File: src/rtl/cascade_pkg.sv
package cascade_pkg;
  typedef enum logic [1:0] {
    OP_CLEAR = 2'd0,
    OP_LOAD  = 2'd1,
    OP_COUNT = 2'd2,
    OP_HOLD  = 2'd3
  } cnt_op_t;
endpackage

File: src/rtl/cnt_op_select.sv
module cnt_op_select
  import cascade_pkg::*;
#(
  parameter bit SYNC_CLEAR = 1'b1
) (
  input  logic    clr_n,
  input  logic    load_n,
  input  logic    en_par,
  input  logic    en_trk,
  output cnt_op_t op
);
  logic clear_req;

  // Only the synchronous style turns the clear into an edge operation.
  assign clear_req = SYNC_CLEAR ? ~clr_n : 1'b0;

  always_comb begin
    if (clear_req)             op = OP_CLEAR;
    else if (!load_n)          op = OP_LOAD;
    else if (en_par && en_trk) op = OP_COUNT;
    else                       op = OP_HOLD;
  end
endmodule

File: src/rtl/cnt_tc_detect.sv
module cnt_tc_detect #(
  parameter int WIDTH = 4
) (
  input  logic [WIDTH-1:0] q,
  input  logic             en_trk,
  output logic             tc
);
  localparam logic [WIDTH-1:0] TOP = {WIDTH{1'b1}};

  assign tc = en_trk && (q == TOP);
endmodule

File: src/rtl/cnt_stage.sv
module cnt_stage
  import cascade_pkg::*;
#(
  parameter int WIDTH      = 4,
  parameter bit SYNC_CLEAR = 1'b1
) (
  input  logic             clk,
  input  logic             clr_n,
  input  logic             load_n,
  input  logic             en_par,
  input  logic             en_trk,
  input  logic [WIDTH-1:0] din,
  output logic [WIDTH-1:0] q,
  output logic             tc
);
  localparam logic [WIDTH-1:0] ONE  = WIDTH'(1);
  localparam logic [WIDTH-1:0] ZERO = '0;

  cnt_op_t op;

  cnt_op_select #(.SYNC_CLEAR(SYNC_CLEAR)) u_sel (
    .clr_n (clr_n),
    .load_n(load_n),
    .en_par(en_par),
    .en_trk(en_trk),
    .op    (op)
  );

  cnt_tc_detect #(.WIDTH(WIDTH)) u_tc (
    .q     (q),
    .en_trk(en_trk),
    .tc    (tc)
  );

  generate
    if (SYNC_CLEAR) begin : g_sync
      always_ff @(posedge clk) begin
        unique case (op)
          OP_CLEAR: q <= ZERO;
          OP_LOAD:  q <= din;
          OP_COUNT: q <= q + ONE;
          default:  q <= q;
        endcase
      end


      sync_clear_chk: assert property (@(posedge clk)
        !clr_n |=> (q == ZERO));
    end else begin : g_async
      always_ff @(posedge clk or negedge clr_n) begin
        if (!clr_n) begin
          q <= ZERO;
        end else begin
          unique case (op)
            OP_LOAD:  q <= din;
            OP_COUNT: q <= q + ONE;
            default:  q <= q;
          endcase
        end
      end


      async_clear_chk: assert property (@(posedge clk)
        !clr_n |-> (q == ZERO));
    end
  endgenerate


  load_take_chk: assert property (@(posedge clk) disable iff (!clr_n)
    !load_n |=> (q == $past(din)));


  count_step_chk: assert property (@(posedge clk) disable iff (!clr_n)
    (load_n && en_par && en_trk) |=> (q == $past(q) + ONE));


  hold_keep_chk: assert property (@(posedge clk) disable iff (!clr_n)
    (load_n && !(en_par && en_trk)) |=> $stable(q));


  tc_full_chk: assert property (@(posedge clk) disable iff (!clr_n)
    tc |-> (&q));
endmodule

File: src/rtl/cascade_counter.sv
module cascade_counter #(
  parameter int STAGES     = 2,
  parameter int WIDTH      = 4,
  parameter bit SYNC_CLEAR = 1'b1
) (
  input  logic                    clk,
  input  logic                    clr_n,
  input  logic                    load_n,
  input  logic                    en_par,
  input  logic                    en_trk,
  input  logic [STAGES*WIDTH-1:0] din,
  output logic [STAGES*WIDTH-1:0] count,
  output logic [STAGES-1:0]       stage_tc
);
  localparam int TOTAL = STAGES * WIDTH;

  logic [STAGES-1:0] trk_in;

  assign trk_in[0] = en_trk;

  generate
    for (genvar k = 0; k < STAGES; k++) begin : g_stage
      if (k > 0) begin : g_link
        assign trk_in[k] = stage_tc[k-1];


        upper_stall_chk: assert property (@(posedge clk) disable iff (!clr_n)
          (load_n && !stage_tc[k-1]) |=> $stable(count[k*WIDTH +: WIDTH]));
      end

      cnt_stage #(.WIDTH(WIDTH), .SYNC_CLEAR(SYNC_CLEAR)) u_cnt (
        .clk   (clk),
        .clr_n (clr_n),
        .load_n(load_n),
        .en_par(en_par),
        .en_trk(trk_in[k]),
        .din   (din[k*WIDTH +: WIDTH]),
        .q     (count[k*WIDTH +: WIDTH]),
        .tc    (stage_tc[k])
      );
    end
  endgenerate


  tc_chain_chk: assert property (@(posedge clk) disable iff (!clr_n)
    stage_tc[STAGES-1] |-> (&count[TOTAL-1:0]));
endmodule

File: config.mk
export PLATFORM = sky130hd
export DESIGN_NAME = cascade_counter
export DESIGN_NICKNAME = d
export VERILOG_FILES = /design/src/rtl/cascade_pkg.sv /design/src/rtl/cnt_op_select.sv /design/src/rtl/cnt_tc_detect.sv /design/src/rtl/cnt_stage.sv /design/src/rtl/cascade_counter.sv
export SDC_FILE = /design/constraint.sdc
export NUM_CORES = 1
export LEC_CHECK = 0
export BUFFER_PORTS_ARGS = -buffer_cell sky130_fd_sc_hd__buf_4
export CAP_MARGIN = 20
export CORE_MARGIN = 4
export CORE_UTILIZATION = 30
export DETAILED_ROUTE_END_ITERATION = 8
export PLACE_DENSITY_LB_ADDON = 0.12
export SYNTH_ARGS = -nofsm -noshare
export SYNTH_HDL_FRONTEND = slang
export SYNTH_SLANG_ARGS = --single-unit
File: constraint.sdc
create_clock -name clk -period 1.7 [get_ports clk]
set_input_delay 0.085 -clock clk [delete_from_list [all_inputs] [get_ports clk]]
set_output_delay 0.085 -clock clk [all_outputs]
set_load 0.01 [all_outputs]
==> results.md, run 1 <==
- Syn Inst Count: 43
- Initial core utilization: 31.77%
- Hold Crit Depth: 3
- Simple-Gate Fraction of Synth Area: 17.57%
- Vias in the first global route: ~360
- Worst Hold End: g_stage[0].u_cnt.q[0]
- Most frequent cell after synthesis: edfxtp_1
- Gates resized, CTS repair: 0
- TNS Setup: 0 ps
- Post-route DRC violation count: 0
- Drt pass-1 iters: 2
- Final worst path period share: 91.14%
- Adder-Cell Fraction of Synth Area: under 10%
- Most frequent cells after synthesis: edfxtp_1, nand2_1, o21ai_0, a22o_2, nand3_1
- Post-layout nets: 82
- Die area: 2321 sq um
- DP Wirelength: 896.6 microns
- Reg with most FFs: g_stage.u_cnt.q
- Hold Buf Count CTS: 0
- Drt initial violations: 3
- Seq pwr share: 51.5%
- Die Span Y: 48.18 microns
- Vias: 388
- Biggest regs: g_stage.u_cnt.q x8
- Worst stage delay on the critical path: 400 ps
- CP Class: reg -> out
- TritonCTS clock tree: yes
- Sw frac: between 20% and 30%
- Slew Limit Fails: 0
- Critical path's slowest cell: edfxtp_1
- Main area contributors after synthesis: edfxtp_1, a22o_2, ha_1
- Max cap viols: 0
- Io pins: 23
- Core Footprint: 1524 sq um
- Xor and xnor area share after synthesis: 7.235%
- #FFs+latches synth: 8
- Final setup viols: 0
- Total Power: 487.7 uW
- Worst slew pin tran: 561.5 ps
- Routed Antenna Nets: 0
- Pwr Density: ~730 nW/um^2
- Number of flip-flops in the largest register: 8
- Worst rel slew slack: 62.49%
- Post-synthesis mux area share: 0%
- CTS H-tree lvls: 1
- Post-DP Area: approximately 640 sq um
- Die Span X: between 40 and 50 microns
- CTS Buffer Depth: 2
- Skew-Pair Late Insertion Delay: roughly 260 ps
- Tmin final: 1549 ps
- Synth Area in Compound Gates: 13.44%
- R2R setup slack: 200 ps
- Layout cells sized above 1: 47.69%
- # Post-CTS Setup Buffers: 0
- Maximum vdd drop: between 200 and 300 uV
- Final WL: about 1100 microns
- Final setup margin: ~150 ps
- Post-synth EDFFs: 8
- Antenna diode count: 0
- Total track usage: 11.22%
- Largest family of logic cells by synthesized area: simple AND/OR/NAND/NOR gates
- Post-synth top area cell: edfxtp_1
- Initial antenna violation count: 0
- Cell area after layout: 665.6 sq um
- RSZ-0062 raised after global routing: false
- Post-synthesis net count: 58
- Clock Pin Slew Worst Setup and Hold Paths: 60 ps
- GP Congestion: 0.6588
- R2r endpoint: g_stage[1].u_cnt.q[3]
- RR Startpoint: g_stage[0].u_cnt.q[0]
- CTS Sinks: 8
- Seq/Total Area, Yosys: 49.61%
- Required time worst endpoint: 1620 ps
- Leak: about 0.3 nW
- Worst r2r path cells: 3
- Crit path max fanout: 4
- CTS buffer count: 3
- Cell-internal power: approximately 370 uW
- Pre-CTS WS: around 200 ps
- Status: completed
- Root buffer cell: clkbuf_4
- Synth cell types: 19
- Hold Startpoint: din[0]
- Post-Syn Area per Cell: between 10 and 15 sq um
- GRT overflow: 0
- Critical-path cell list: ha_1 -> nand3_2 -> nor2_1 -> and4_1 -> buf_4
- Post-synth ARST share: 0%
- Peak Freq: 0.6454 GHz
- Port bufs: 22
- Final hold viol count: 0
- Synth top area share: 49.61%
- Hold Path Class: in -> reg
- Synthesis Warnings: 0
- Avg Vias per Cell: 4.790
- Avg WL per Cell: approximately 14 microns
- Area delta synth->final: 37.47%
- Power share of the clock group: 30.5%
- Clock skew: 13.18 ps
- CP arrival: approximately 1500 ps
- Psw: approximately 120 uW
- First-pass GRT wire length: 1690 microns
- Critical Path Source Type: flip-flop
- Synthesized area: between 400 and 500 sq um
- Synth Flop Type: edfxtp_1
- Worst Setup End Kind: primary output
- Rows: 14
- Part of the power in combinational logic: between 10% and 20%
- # fillers: 165
- Pin count of the biggest net entering global routing: 9
-- cell type report --
type	count	area (sq um)	area share, %
flip-flops and latches	8	240.2	36.09
multi-input cells	30	210.2	31.58
repair buffers	22	165.2	24.81
clock buffers	3	22.52	3.383
well taps	16	20.02	3.008
inverters	2	7.507	1.128
-- worst max path at each step --
stage / from / cells after the start / endpoint / slack (ps)
finish: g_stage[0].u_cnt.q[0] / 5 / stage_tc[1] / 150
global route: g_stage[0].u_cnt.q[0] / 5 / stage_tc[1] / 9
CTS: g_stage[0].u_cnt.q[0] / 5 / stage_tc[1] / 130
detailed placement: g_stage[0].u_cnt.q[0] / 3 / g_stage[1].u_cnt.q[2] / 200
global placement: g_stage[0].u_cnt.q[0] / 3 / g_stage[1].u_cnt.q[3] / 270
floorplan: g_stage[0].u_cnt.q[0] / 3 / g_stage[1].u_cnt.q[0] / 300
-- worst max-delay path: cells and delay by family (launching register included) --
kind	cells	cell delay (ps)
AND/OR/NAND/NOR	3	470
adder cells (fa/ha/maj)	1	220
flip-flops	1	400
buffers and inverters	1	110
-- logic make-up after synthesis --
| group | Yosys count |
|---|---|
| fa+ha+maj | 2 |
| compound gates | 9 |
| simple gates | 15 |
| flops | 8 |
| xor+xnor | 4 |
| buf+inv | 5 |
-- placed cells by master, fill, tap and decap left out --
cell type and instances:
nand3_2 1, o211ai_1 1, nand4_2 1, nor2_2 1
nor2b_1 1, and4_1 1, ha_1 2, edfxtp_1 8
o31ai_1 1, o21ai_0 4, clkbuf_4 3, buf_4 22
a22o_2 3, nor2_1 1, nand2_1 6, xnor2_1 2
nand3_1 3, inv_1 2, xor2_1 2
-- layer usage --
layer / part of all wire (%) / vias to the layer above / track usage, %
met5: 0 / - / 0
met4: 0.99 / 0 / 6.452
met3: 9.5 / 2 / 3.690
met2: 42 / 15 / 14.58
met1: 48 / 166 / 15.98
li1: - / 205 / -
-- per-stage QoR --
step	util, %	instances	hold WS, ps
after floorplan	-	43	270.4
after global placement	42.20	78	359.4
after detailed placement	42.20	78	364.6
after CTS	43.68	81	95.95
after global routing	43.68	81	104.5
final	43.68	81	99.25
-- power groups by stage --
stage / clock [mW] / combinational, mW / sequential [mW]
floorplan: 0 / 0.0314 / 0.259
global placement: 0 / 0.0899 / 0.254
detailed placement: 0 / 0.0884 / 0.255
CTS: 0.150 / 0.0891 / 0.251
global route: 0.167 / 0.0979 / 0.253
finish: 0.149 / 0.0880 / 0.251
No activity file was read; power rests on OpenSTA's default activity.
==> inputs of run 2 (changes only) <==
--- a/config.mk
+++ b/config.mk
@@ -10,6 +10,7 @@
 export CORE_MARGIN = 4
 export CORE_UTILIZATION = 30
 export DETAILED_ROUTE_END_ITERATION = 8
+export MAX_ROUTING_LAYER = met4
 export PLACE_DENSITY_LB_ADDON = 0.12
 export SYNTH_ARGS = -nofsm -noshare
 export SYNTH_HDL_FRONTEND = slang
==> run 2 against run 1 <==
Compared with the run above:
- clock power about the same
- fmax about the same
- utilization unchanged
- global-route usage up 0.35 points
- count of clock-buffer cells in the layout unchanged
- critical path type unchanged
- largest cell class unchanged
- largest power group unchanged
- highest routed layer is now met3
==> results.md, run 2 (synthesized netlist as in run 1, its figures left out) <==
- Status: completed (unchanged)
- Pre-CTS WS: 199.4 ps (unchanged)
- # fillers: 165 (unchanged)
- Most frequent cells in the layout: buf_4, edfxtp_1, nand2_1 (unchanged)
- RSZ-0062 raised after global routing: false (unchanged)
- TNS Setup: 0 ps (unchanged)
- Worst rel slew slack: 62.47% (was 62.49%)
- CTS buffer count: 3 (unchanged)
- Psw: 121.2 uW (was 121.8 uW)
- Required time worst endpoint: 1620 ps (about the same)
- Sw frac: 24.88% (was 24.97%)
- M1 GR Usage: 15.98% (unchanged)
- Avg Vias per Cell: 4.827 (was 4.790)
- Clock skew: 15.03 ps (was 13.18 ps)
- Post-route DRC violation count: 0 (unchanged)
- GP Congestion: 0.6649 (was 0.6588)
- Vias: 391 (was 388)
- Avg WL per Cell: 13.69 microns (was 13.65 microns)
- Part of the power in combinational logic: 18.1% (was 18.0%)
- GR Util met2: 14.58% (unchanged)
- Final setup viols: 0 (unchanged)
- Area delta synth->final: 37.47% (unchanged)
- Hold Path Class: in -> reg (unchanged)
- Power share of the clock group: 30.3% (was 30.5%)
- Peak Freq: 0.6459 GHz (was 0.6454 GHz)
- Root buffer cell: clkbuf_4 (unchanged)
- DP Wirelength: 896.6 microns (unchanged)
- Final hold viol count: 0 (unchanged)
- First-pass GRT wire length: 1690 microns (unchanged)
- Maximum vdd drop: 283.9 uV (was 289.7 uV)
- CTS Sinks: 8 (unchanged)
- Drt pass-1 iters: 2 (unchanged)
- Slew Limit Fails: 0 (unchanged)
- Core Footprint: 1524 sq um (unchanged)
- TritonCTS clock tree: yes (unchanged)
- Initial core utilization: 31.77% (unchanged)
- Io pins: 23 (unchanged)
- Pwr Density: 731.5 nW/um^2 (was 732.6 nW/um^2)
- CP arrival: 1460 ps (about the same)
- Drt initial violations: 4 (was 3)
- Tmin final: 1548 ps (was 1549 ps)
- Met3 Use GR: 3.690% (unchanged)
- Routed Antenna Nets: 0 (unchanged)
- Die area: 2321 sq um (unchanged)
- Vias in the first global route: 356 (was 357)
- Antenna diode count: 0 (unchanged)
- Max cap viols: 0 (unchanged)
- Critical Path Source Type: flip-flop (unchanged)
- Final Hold Slack: 101.3 ps (was 99.25 ps)
- Pin count of the biggest net entering global routing: 9 (unchanged)
- Most common cell after layout, fill and taps aside: buf_4 (unchanged)
- Leak: 0.2986 nW (unchanged)
- Die Span Y: 48.18 microns (unchanged)
- Cell-internal power: 365.8 uW (was 365.9 uW)
- Skew-Pair Late Insertion Delay: 260 ps (about the same)
- Worst slew pin tran: 561.7 ps (was 561.5 ps)
- Crit path max fanout: 4 (unchanged)
- Final WL: 1109 microns (was 1106 microns)
- # Post-CTS Setup Buffers: 0 (unchanged)
- Total track usage: 11.57% (was 11.22%)
- Initial antenna violation count: 0 (unchanged)
- Port bufs: 22 (unchanged)
- Final worst path period share: 91.08% (was 91.14%)
- Gates resized, CTS repair: 0 (unchanged)
- CP Class: reg -> out (unchanged)
- Die Span X: 48.18 microns (unchanged)
- CTS H-tree lvls: 1 (unchanged)
- Rows: 14 (unchanged)
- Worst Setup End Kind: primary output (unchanged)
- Hold Buf Count CTS: 0 (unchanged)
- Seq pwr share: 51.6% (was 51.5%)
- Number of flip-flops in the largest register: 8 (unchanged)
- GRT overflow: 0 (unchanged)
- Biggest regs: g_stage.u_cnt.q x8 (unchanged)
- GR peak layer: met1 (unchanged)
- Final setup margin: 151.7 ps (was 150.6 ps)
- CTS Buffer Depth: 2 (unchanged)
- Layout cells sized above 1: 47.69% (unchanged)
- Post-layout nets: 82 (unchanged)
- Reg with most FFs: g_stage.u_cnt.q (unchanged)
- Clock Pin Slew Worst Setup and Hold Paths: 60 ps (about the same)
run 2: cell type report:
| cell class | count | area [sq um] | share of cell area, % |
|---|---|---|---|
| sequential | 8 | 240.2 | 36.09 |
| multi-input combinational | 30 | 210.2 | 31.58 |
| timing repair buffer | 22 | 165.2 | 24.81 |
| clock buffer | 3 | 22.52 | 3.383 |
| tap | 16 | 20.02 | 3.008 |
| inverter | 2 | 7.507 | 1.128 |
run 2: worst paths after layout:
| check | startpoint | endpoint | slack [ps] | cells past startpoint |
|---|---|---|---|---|
| worst min-delay path | din[0] | g_stage[0].u_cnt.q[0] | 100 | 3 |
| worst max-delay path | g_stage[0].u_cnt.q[0] | stage_tc[1] | 150 | 5 |
| worst max register to register | g_stage[0].u_cnt.q[0] | g_stage[1].u_cnt.q[3] | 200 | 3 |
| worst min register to register | g_stage[0].u_cnt.q[0] | g_stage[0].u_cnt.q[0] | 670 | 1 |
run 2: critical path, stage by stage, from the launching register on:
cell and delay, ps:
edfxtp_1 400, ha_1 220, nand3_2 120, nor2_1 150
and4_1 200, buf_4 110
run 2: power groups by stage:
stage,Clock (mW),Combinational [mW],Sequential (mW)
4_1_cts,0.150,0.0891,0.251
3_5_place_dp,0,0.0884,0.255
3_3_place_gp,0,0.0899,0.254
5_1_grt,0.167,0.0979,0.253
6_report,0.148,0.0880,0.251
2_1_floorplan,0,0.0314,0.259
run 2: stage by stage:
| step | area [sq um] | cells | power (mW) | util (%) |
|---|---|---|---|---|
| 4_1_cts | 665.6 | 81 | 0.4908 | 43.68 |
| 3_3_place_gp | 643.1 | 78 | 0.3441 | 42.20 |
| 6_report | 665.6 | 81 | 0.4869 | 43.68 |
| 5_1_grt | 665.6 | 81 | 0.5182 | 43.68 |
| 3_5_place_dp | 643.1 | 78 | 0.3437 | 42.20 |
| 2_1_floorplan | 484.2 | 43 | 0.2900 | - |
run 2: routing by layer:
metal | share of wire (%) | vias to the layer above
li1 | - | 206
met1 | 49 | 172
met2 | 43 | 13
met3 | 8.5 | 0
met4 | 0 | 0
met5 | 0 | -
